===== config.mk =====
export PLATFORM = sky130hd
export DESIGN_NAME = pic_cascade_top
export DESIGN_NICKNAME = d
export VERILOG_FILES = /design/src/rtl/pic_cascade_pkg.sv /design/src/rtl/pic_prio_cell.sv /design/src/rtl/pic_cascade_top.sv
export SDC_FILE = /design/constraint.sdc
export NUM_CORES = 1
export LEC_CHECK = 0
export BUFFER_PORTS_ARGS = -buffer_cell sky130_fd_sc_hd__buf_2
export CORE_MARGIN = 2
export CORE_UTILIZATION = 47
export CTS_BUF_LIST = sky130_fd_sc_hd__clkbuf_4 sky130_fd_sc_hd__clkbuf_8
export CTS_CLUSTER_SIZE = 20
export DETAILED_ROUTE_END_ITERATION = 16
export GPL_ROUTABILITY_DRIVEN = 0
export PLACE_DENSITY_LB_ADDON = 0.15
export SETUP_SLACK_MARGIN = 0.2
export SLEW_MARGIN = 25
export SYNTH_ARGS = -nofsm -noshare
export SYNTH_HDL_FRONTEND = slang
export SYNTH_SLANG_ARGS = --single-unit

===== constraint.sdc =====
create_clock -name clk -period 1.6 [get_ports clk]
set_clock_uncertainty 0.15 [all_clocks]
set_input_delay 0.08 -clock clk [delete_from_list [all_inputs] [get_ports clk]]
set_output_delay 0.08 -clock clk [all_outputs]
set_load 0.02 [all_outputs]

===== src/rtl/pic_cascade_pkg.sv =====
package pic_cascade_pkg;
   typedef enum logic [1:0] {
      ACK_PRIMARY   = 2'd0,
      ACK_SECONDARY = 2'd1,
      ACK_SEC_SPUR  = 2'd2,
      ACK_PRI_SPUR  = 2'd3
   } ack_kind_e;
endpackage


===== src/rtl/pic_prio_cell.sv =====
module pic_prio_cell #(
   parameter int               LINES   = 8,
   parameter logic [LINES-1:0] TM_MASK = '1
) (
   input  logic                       clk,
   input  logic                       rst_n,
   input  logic [LINES-1:0]           lvl_i,
   input  logic [LINES-1:0]           force_i,
   input  logic [LINES-1:0]           clr_i,
   input  logic                       tm_we_i,
   input  logic [LINES-1:0]           tm_d_i,
   output logic [LINES-1:0]           tm_o,
   output logic [LINES-1:0]           irr_o,
   output logic                       win_vld_o,
   output logic [$clog2(LINES)-1:0]   win_idx_o
);
   localparam int IW = $clog2(LINES);

   logic [LINES-1:0] irr_q, last_q, tm_q, irr_d;

   for (genvar i = 0; i < LINES; i++) begin : g_line
      assign irr_d[i] = tm_q[i]
         ? (lvl_i[i] | force_i[i])
         : ((irr_q[i] & ~clr_i[i]) | (lvl_i[i] & ~last_q[i]) | force_i[i]);
   end

   always_ff @(posedge clk) begin
      if (!rst_n) begin
         irr_q  <= '0;
         last_q <= '0;
         tm_q   <= '0;
      end else begin
         irr_q  <= irr_d;
         last_q <= lvl_i;
         if (tm_we_i) tm_q <= tm_d_i & TM_MASK;
      end
   end

   always_comb begin
      win_idx_o = '0;
      for (int i = LINES - 1; i >= 0; i--) begin
         if (irr_q[i]) win_idx_o = IW'(i);
      end
   end

   assign win_vld_o = |irr_q;
   assign irr_o     = irr_q;
   assign tm_o      = tm_q;
endmodule


===== src/rtl/pic_cascade_top.sv =====
module pic_cascade_top #(
   parameter int       CELL_LINES = 8,
   parameter int       VEC_W      = 8,
   parameter int       CASC_POS   = 2,
   parameter logic [7:0] PRI_TM_MASK = 8'hF8,
   parameter logic [7:0] SEC_TM_MASK = 8'hDE
) (
   input  logic                    clk,
   input  logic                    rst_n,
   input  logic [2*CELL_LINES-1:0] irq_lines,
   input  logic                    ack,
   input  logic [VEC_W-1:0]        primary_base,
   input  logic [VEC_W-1:0]        secondary_base,
   input  logic                    trig_we,
   input  logic                    trig_sel,
   input  logic [CELL_LINES-1:0]   trig_wdata,
   output logic                    cpu_irq,
   output logic                    vec_valid,
   output logic [VEC_W-1:0]        vector,
   output logic [CELL_LINES-1:0]   primary_trig,
   output logic [CELL_LINES-1:0]   secondary_trig
);
   import pic_cascade_pkg::*;

   localparam int IDX_W = $clog2(CELL_LINES);
   localparam logic [IDX_W-1:0] SPUR_IDX = IDX_W'(CELL_LINES - 1);
   localparam logic [IDX_W-1:0] CASC_IDX = IDX_W'(CASC_POS);

   if (CELL_LINES != (1 << IDX_W)) begin : g_chk_lines
      $error("CELL_LINES must be a power of two");
   end
   if (CASC_POS >= CELL_LINES) begin : g_chk_casc
      $error("CASC_POS out of range");
   end
   if (VEC_W <= IDX_W) begin : g_chk_vec
      $error("VEC_W too small");
   end
   if (PRI_TM_MASK[CASC_POS] != 1'b0) begin : g_chk_mask
      $error("cascade position must stay edge mode");
   end

   logic [CELL_LINES-1:0] p_lvl, p_force, p_clr, p_irr;
   logic [CELL_LINES-1:0] s_lvl, s_clr, s_irr, s_tm;
   logic                  m_vld, s_vld;
   logic [IDX_W-1:0]      m_idx, s_idx;
   logic                  s_left;
   ack_kind_e             kind;

   always_comb begin
      p_lvl           = irq_lines[CELL_LINES-1:0];
      p_lvl[CASC_POS] = 1'b0;
      s_lvl           = irq_lines[2*CELL_LINES-1:CELL_LINES];
   end

   // acknowledge resolution and clear requests
   always_comb begin
      kind  = ACK_PRI_SPUR;
      p_clr = '0;
      s_clr = '0;
      if (m_vld) begin
         if (m_idx == CASC_IDX) begin
            p_clr[CASC_POS] = ack;
            if (s_vld) begin
               kind         = ACK_SECONDARY;
               s_clr[s_idx] = ack;
            end else begin
               kind = ACK_SEC_SPUR;
            end
         end else begin
            kind         = ACK_PRIMARY;
            p_clr[m_idx] = ack;
         end
      end
   end

   assign s_left = |(s_irr & ~(s_clr & ~s_tm));

   always_comb begin
      p_force           = '0;
      p_force[CASC_POS] = s_left;
   end

   pic_prio_cell #(.LINES(CELL_LINES), .TM_MASK(PRI_TM_MASK[CELL_LINES-1:0])) u_pri (
      .clk(clk), .rst_n(rst_n), .lvl_i(p_lvl), .force_i(p_force), .clr_i(p_clr),
      .tm_we_i(trig_we & ~trig_sel), .tm_d_i(trig_wdata), .tm_o(primary_trig),
      .irr_o(p_irr), .win_vld_o(m_vld), .win_idx_o(m_idx)
   );

   pic_prio_cell #(.LINES(CELL_LINES), .TM_MASK(SEC_TM_MASK[CELL_LINES-1:0])) u_sec (
      .clk(clk), .rst_n(rst_n), .lvl_i(s_lvl), .force_i('0), .clr_i(s_clr),
      .tm_we_i(trig_we & trig_sel), .tm_d_i(trig_wdata), .tm_o(s_tm),
      .irr_o(s_irr), .win_vld_o(s_vld), .win_idx_o(s_idx)
   );

   assign secondary_trig = s_tm;

   logic [VEC_W-1:0] vec_d;
   always_comb begin
      unique case (kind)
         ACK_PRIMARY:   vec_d = {primary_base[VEC_W-1:IDX_W], m_idx};
         ACK_SECONDARY: vec_d = {secondary_base[VEC_W-1:IDX_W], s_idx};
         ACK_SEC_SPUR:  vec_d = {secondary_base[VEC_W-1:IDX_W], SPUR_IDX};
         default:       vec_d = {primary_base[VEC_W-1:IDX_W], SPUR_IDX};
      endcase
   end

   always_ff @(posedge clk) begin
      if (!rst_n) begin
         vector    <= '0;
         vec_valid <= 1'b0;
      end else begin
         vec_valid <= ack;
         if (ack) vector <= vec_d;
      end
   end

   assign cpu_irq = m_vld;

   logic unused_bits;
   assign unused_bits = ^{primary_base[IDX_W-1:0], secondary_base[IDX_W-1:0],
                          irq_lines[CASC_POS], p_irr};
endmodule


==> reports/summary.txt, run 1 <==
#FFs+latches synth: 51
nature of the critical path endpoint: flop
Initial Util: 0.4838
status: finished, violations left
largest net degree at the start of global routing: 52
Floorplan Core Area: 0.004661 mm2
number of flops mapped to enable cells by yosys: 0
min cycle time layout: 1767 ps
P&R area growth vs syn: 59.88%
die width: 73.26 um
DRT Pass-1 Iters: 4
actual slew at the worst max-slew pin: 494.6 ps
clk slew on worst S/H paths: 90 ps
multi-input combinational cell area: 0.001319 mm2
final setup violation count: 11
average routed wire per standard cell: 14.92 um
GRT Residual Overflow: 0
Max IR drop VDD: 0.7904 mV
CP top delay family: simple AND/OR/NAND/NOR gates
Die Y: 73.26 um
CTS Buf Count: 5
WL final: 6503 um
Pwr Density: 846.9 mW/mm2
failing checks: negative setup slack
vias per cell: 5.190
Sequential Area: 0.001041 mm2
WP buf/inv: 0
slowest CP cell: dfxtp_4
input/output buffers: 57
critical path type: flop to flop
# fillers: 300
CTS tree: yes
vias post-DR: 2263
Yosys top cell area share: 0.4528
Residual DRC: 0
Min-Delay Path Class: input pin to flop
row cnt: 25
Arr. time, crit path: 1810 ps
Post-Synthesis Cells: 255
H-tree lvl count: 2
top_reg_cell synth: dfxtp_1
DIE AREA: 0.005367 mm2
antenna cells: 0
Mapped Avg Cell Area: 8.842 um2
vias in the first global route: 2124
Startpoint Class: flop
RSZ-0062 raised after global routing: true
Yosys Warn Count: 0
Max stage delay on crit path: 360 ps
Finished Layout Cells: 436
number of DRC markers in iteration 0: 129
ranking of synthesized cells by area: dfxtp_1, and2_1, a21boi_0, mux2i_1, nor2b_1
Synth Cell Area: 0.002255 mm2
DP HPWL: 3569 um
Max Fanout on Critical Path: 8
post-synthesis sequential area ratio: 0.4528
Max Cap Viol: 0
Final Hold Fails: 0
first-pass GRT wire length: 9439 um
final setup margin: -166.9 ps
Fmax: 566.0 MHz
clock root buffer: clkbuf_8
Worst-Skew Late Latency: 300 ps
share of post-route cells with drive strength above 1: 0.3927
final max-slew violation count: 0
LEAKAGE: 0.001593 uW
CP cell instances: nor3b_4 -> nand3_4 -> nor2_1 -> a211oi_1 -> o31a_1
clock sink count: 51
Placed Cells incl. Taps: 375
setup_tns: -522.8 ps
Slew headroom: 0.6676
Ports: 71
nets: 426
GRT Resource Usage Total: 0.2247
Max Root-Sink Buffers: 2
Required @ worst endpoint: 1650 ps
Synth async-reset ratio: 0
initial antenna violation count: 0
Netlist cell types: 43
Tcrit/Tclk final: 1.104
area leader, netlist: dfxtp_1
Post-DRT Antenna Nets: 0
worst paths after layout:
kind                                startpoint             end  slack, ps  cells after the start
worst max-delay path            u_pri.irr_o[1]  u_pri.irr_o[2]       -170                      5
worst min-delay path                     rst_n  u_pri.irr_o[2]         80                      3
worst max register to register  u_pri.irr_o[1]  u_pri.irr_o[2]       -170                      5
worst min register to register       vector[7]       vector[7]        330                      1
registers in the layout (all words and copies together), names as in the netlist:
signal and cells:
u_pri.tm_o 5, u_pri.irr_o 8, u_sec.last_q 8, vector 8, u_sec.irr_o 8, u_pri.last_q 7, vec_valid 1, u_sec.tm_o 6
layout make-up:
| type | count | area share |
|---|---|---|
| clock inverters | 1 | 0.001736 |
| multi-input cells | 174 | 0.3658 |
| well taps | 54 | 0.01874 |
| inverters | 18 | 0.01874 |
| repair buffers | 131 | 0.2794 |
| clock buffers | 7 | 0.02673 |
| flip-flops and latches | 51 | 0.2888 |
where the power goes:
group	internal, uW	switching, uW
Sequential	1360	88.5
Clock	395	409
Combinational	421	379
Total	2180	877
cell families after synthesis:
kind of cell / after synthesis / synth area share
compound gates: 69 / 0.2181
buf+inv: 34 / 0.06548
flops: 51 / 0.4528
mux: 10 / 0.04440
other cells: 1 / 0.001663
simple gates: 90 / 0.2175
through the flow:
| stage | total power, uW | instance area (um2) | setup slack, ps | utilization | hold WS, ps |
|---|---|---|---|---|---|
| finish | 3053 | 3605 | -166.9 | 0.7734 | 81.21 |
| global route | 3194 | 3605 | -234.2 | 0.7734 | 83.97 |
| CTS | 2909 | 3351 | -88.83 | 0.7189 | 63.41 |
| detailed placement | 1989 | 2754 | -116.6 | 0.5909 | 147.1 |
| global placement | 1981 | 2754 | -61.38 | 0.5909 | 143.4 |
| floorplan | 1785 | 2313 | 13.72 | - | 51.71 |
worst reg2reg max path, stage by stage, from the launching register on:
cell and delay, ps:
dfxtp_4 360, nor3b_4 260, nand3_4 190, nor2_1 270, a211oi_1 120, o31a_1 310
Yosys cell counts, drive strengths merged (2+ instances only):
cell	instances
o21bai	2
mux2i	10
o211a	6
nor2	13
a21boi	15
a21oi	6
o31ai	8
nand3	10
nand2	22
a31oi	2
o21ai	19
o311ai	2
nor3	3
inv	18
clkbuf	10
and2	17
nand2b	2
nor2b	15
nor4	2
buf	6
dfxtp	51
timing repair:
item / 4_1_cts / 5_1_grt
hold buffers: 38 / 2
gates resized for setup: 22 / 49
endpoints found under the hold margin: 45 / 3
endpoints found under the setup margin: 20 / 27
buffers inserted: 6 / 10
gates cloned: 0 / 0
pin swaps: 11 / 19
metal layers:
layer | track usage | vias to the layer above | share of wire
met5 | 0 | - | 0
met4 | 0.06996 | 0 | 0.016
met3 | 0.05213 | 15 | 0.038
met2 | 0.3844 | 51 | 0.52
met1 | 0.2794 | 1077 | 0.43
li1 | - | 1120 | -
layout by cell type (no fill, tap or decap), types with 2 or more instances in the layout:
master	instances
clkbuf_8	7
nor2_2	3
buf_2	56
a21oi_2	3
o21ai_2	2
dlygate4sd3_1	37
o211a_1	6
buf_6	7
dfxtp_2	7
a21oi_4	2
inv_1	17
nor3_1	2
a21boi_0	3
nor2b_1	12
mux2i_1	9
conb_1	5
nand2_4	2
o311ai_2	2
buf_12	3
nand3_1	8
o21ai_0	16
nor2b_4	3
a21boi_1	12
nand2b_1	2
buf_4	27
a31oi_1	2
dfxtp_4	3
nor2_4	4
nor2_1	6
and2_1	16
nand2_1	20
o31ai_1	6
dfxtp_1	41
(Power assumes the default switching activity.)
==> run 2, diff against run 1 <==
--- a/config.mk
+++ b/config.mk
@@ -5,6 +5,7 @@
 export SDC_FILE = /design/constraint.sdc
 export NUM_CORES = 1
 export LEC_CHECK = 0
+export ABC_AREA = 1
 export BUFFER_PORTS_ARGS = -buffer_cell sky130_fd_sc_hd__buf_2
 export CORE_MARGIN = 2
 export CORE_UTILIZATION = 47
==> run 2 against run 1 <==
Effect of this change: the run ends with negative hold slack, negative setup slack left; clock-buffer cell count down 1; final area decreased by 5.1%; cell count up 15%; critical path type unchanged; largest power group unchanged; synthesized cell count up 25%; die area increased by 0.68%.
==> reports/summary.txt, run 2 <==
initial antenna violation count: 0 (unchanged)
top-count cell post-synth: nand2_1 (was dfxtp_1)
critical path type: flop to flop (unchanged)
Post-Synthesis Cells: 319 (was 255)
Initial Util: 0.4840 (was 0.4838)
Residual DRC: 0 (unchanged)
DRT Pass-1 Iters: 4 (unchanged)
Required @ worst endpoint: 1620 ps (was 1650 ps)
post-synthesis simple-gate area fraction: 0.2430 (was 0.2175)
Final Hold Fails: 2 (was 0)
Sw Ratio: 0.2968 (was 0.2874)
Floorplan Core Area: 0.004692 mm2 (was 0.004661 mm2)
Max Root-Sink Buffers: 2 (unchanged)
Max Cap Viol: 0 (unchanged)
CTS tree: yes (unchanged)
min cycle time layout: 1792 ps (was 1767 ps)
clock root buffer: clkbuf_8 (unchanged)
post-route design area: 0.003422 mm2 (was 0.003605 mm2)
hold slack: -16.60 ps (was 81.21 ps)
Arr. time, crit path: 1820 ps (was 1810 ps)
Worst-Skew Late Latency: 300 ps (about the same)
LEAKAGE: 0.001726 uW (was 0.001593 uW)
Max stage delay on crit path: 350 ps (was 360 ps)
Mapped Avg Cell Area: 7.119 um2 (was 8.842 um2)
CTS Buf Count: 5 (unchanged)
Startpoint Class: flop (unchanged)
GRT Resource Usage Total: 0.2499 (was 0.2247)
Pwr Density: 933.2 mW/mm2 (was 846.9 mW/mm2)
failing checks: negative hold slack, negative setup slack (was negative setup slack)
Min-Delay Path Class: input pin to flop (unchanged)
vias in the first global route: 2402 (was 2124)
Netlist cell types: 29 (was 43)
Ports: 71 (unchanged)
Die Y: 73.51 um (was 73.26 um)
vias post-DR: 2485 (was 2263)
average routed wire per standard cell: 12.94 um (was 14.92 um)
final max-slew violation count: 0 (unchanged)
slowest CP cell: dfxtp_2 (was dfxtp_4)
DP HPWL: 4180 um (was 3569 um)
largest family of logic cells by synthesized area: simple AND/OR/NAND/NOR gates (was compound AO/OA/AOI/OAI gates)
Most Frequent Cell on Critical Path: nand2_1
RSZ-0062 raised after global routing: true (unchanged)
share of post-route cells with drive strength above 1: 0.3415 (was 0.3927)
commonest cells after routing, fill and taps aside: nand2_1, buf_2, inv_1 (was buf_2, dfxtp_1, dlygate4sd3_1)
synth cell count leaders: nand2_1, inv_1, dfxtp_1 (was dfxtp_1, nand2_1, inv_1, o21ai_0, and2_1)
final setup margin: -191.9 ps (was -166.9 ps)
most common cell after layout, fill and taps aside: nand2_1 (was buf_2)
nature of the critical path endpoint: flop (unchanged)
net switching power figure: 947.8 uW (was 877.3 uW)
Post-Synth XOR/XNOR Area: 0 (unchanged)
post-synthesis adder-cell area fraction: 0 (unchanged)
top_reg_cell synth: dfxtp_1 (unchanged)
#FFs+latches synth: 51 (unchanged)
final setup violation count: 16 (was 11)
total power: 3193 uW (was 3053 uW)
number of flops mapped to enable cells by yosys: 0 (unchanged)
antenna cells: 0 (unchanged)
clock sink count: 51 (unchanged)
Tcrit/Tclk final: 1.120 (was 1.104)
Synth Cell Area: 0.002271 mm2 (was 0.002255 mm2)
Yosys top cell area share: 0.4496 (was 0.4528)
die width: 73.51 um (was 73.26 um)
Reg power frac: 0.447 (was 0.474)
ranking of synthesized cells by area: dfxtp_1, nand2_1, inv_1, o21ai_0, nor2_1 (was dfxtp_1, and2_1, a21boi_0, mux2i_1, nor2b_1)
Comb power frac: 0.274 (was 0.262)
mux contribution to synthesized area: 0 (was 0.04440)
compound-cell area share of the yosys netlist: 0.1818 (was 0.2181)
Slew headroom: 0.6099 (was 0.6676)
CP cell instances: inv_2 -> nand2_1 -> nand2_1 -> nand2_1 -> nand2_1 -> nand2_2 -> nand4_4 -> nor2_4 -> nand3_2 -> o21ai_1 -> nand3_1 -> nor2_1 -> nor2_1 (was nor3b_4 -> nand3_4 -> nor2_1 -> a211oi_1 -> o31a_1)
first-pass GRT wire length: 10410 um (was 9439 um)
power share of the clock group: 0.278 (was 0.263)
H-tree lvl count: 2 (unchanged)
Fmax: 558.1 MHz (was 566.0 MHz)
Max Fanout on Critical Path: 6 (was 8)
row cnt: 25 (unchanged)
GRT Residual Overflow: 0 (unchanged)
internal power: 2246 uW (was 2175 uW)
area leader, netlist: dfxtp_1 (unchanged)
actual slew at the worst max-slew pin: 584.5 ps (was 494.6 ps)
WL final: 6497 um (was 6503 um)
Area after DPL: 0.002845 mm2 (was 0.002754 mm2)
Post-DRT Antenna Nets: 0 (unchanged)
P&R area growth vs syn: 50.69% (was 59.88%)
Max IR drop VDD: 0.6373 mV (was 0.7904 mV)
clk slew on worst S/H paths: 90 ps (about the same)
DIE AREA: 0.005404 mm2 (was 0.005367 mm2)
status: finished, violations left (unchanged)
largest net degree at the start of global routing: 17 (was 52)
input/output buffers: 57 (unchanged)
Yosys Warn Count: 0 (unchanged)
post-synthesis sequential area ratio: 0.4496 (was 0.4528)
number of DRC markers in iteration 0: 203 (was 129)
nets: 493 (was 426)
vias per cell: 4.950 (was 5.190)
Synth async-reset ratio: 0 (unchanged)
[run 2: cell count changes after synthesis, sizes merged, moves of 8 or more]
cell,previous run,this run
nand2,22,69
inv,18,57
nor2,13,32
and2,17,0
a21boi,15,0
nor2b,15,0
a21oi,6,19
o21ai,19,32
mux2i,10,0
o211ai,1,9
[run 2: final cells by class]
| type | count | area (um2) |
|---|---|---|
| fill | 375 | 1270 |
| multi-input combinational | 202 | 1076 |
| sequential | 51 | 1032 |
| timing repair buffer | 130 | 917.1 |
| inverter | 57 | 217.7 |
| clock buffer | 6 | 76.32 |
| tap | 54 | 67.56 |
| clock inverter | 1 | 30.03 |
| timing repair inverter | 1 | 5.005 |
[run 2: cells by family (layout without fill, tap and decap cells)]
family                 count (synthesis)  in the layout
and+or+nand+nor                      126            126
AOI/OAI and AO/OA                     71             71
buffers and inverters                 70            195
DFF                                   51             51
other                                  1              5
[run 2: critical path, delay by kind of cell, from the launching register on]
kind                   cells  cell delay (ps)
buffers and inverters      1               30
flip-flops                 1              350
AND/OR/NAND/NOR           11              990
AO/OA/AOI/OAI              1              140
[run 2: path summary, 6_finish.rpt]
path | cells after the start | slack, ps | to | from
max | 13 | -190 | u_pri.irr_o[2] | u_pri.irr_o[6]
min | 4 | -20 | u_pri.tm_o[5] | trig_sel
max reg2reg | 13 | -190 | u_pri.irr_o[2] | u_pri.irr_o[6]
min reg2reg | 1 | 270 | u_sec.irr_o[5] | u_sec.last_q[5]
[run 2: repair_timing]
action,4_1_cts,5_1_grt
pin swaps,6,2
setup endpoints to repair,23,26
cloned,1,0
endpoints found under the hold margin,48,0
hold buffers,32,0
gates resized for setup,29,11
setup buffers,6,3
[run 2: metrics by stage]
| stage | cells | TNS [ps] | setup WS [ps] | hold WS (ps) | util |
|---|---|---|---|---|---|
| CTS | 502 | -1334 | -165.5 | -7.128 | 0.7248 |
| global placement | 456 | -652.7 | -227.1 | 127.5 | 0.6064 |
| finish | 502 | -1942 | -191.9 | -16.60 | 0.7293 |
| global route | 502 | -4339 | -330.0 | 14.59 | 0.7293 |
| floorplan | 323 | 0 | 19.56 | 36.39 | - |
| detailed placement | 456 | -1060 | -189.9 | 132.6 | 0.6064 |
[run 2: power by group through the flow]
stage          sequential (uW)  combinational (uW)  clock, uW
2_1_floorplan             1490                 368          0
3_3_place_gp              1440                 699          0
3_5_place_dp              1450                 706          0
4_1_cts                   1430                 835        897
5_1_grt                   1440                 961        946
6_report                  1430                 876        888
[run 2: routing by layer]
layer  vias up  routed length [um]  global-route usage
met3        10                 618             0.08093
met2       112                3093              0.4365
met5         -                   0                   0
met4         0                  82             0.06667
li1       1271                   -                   -
met1      1092                2702              0.2928
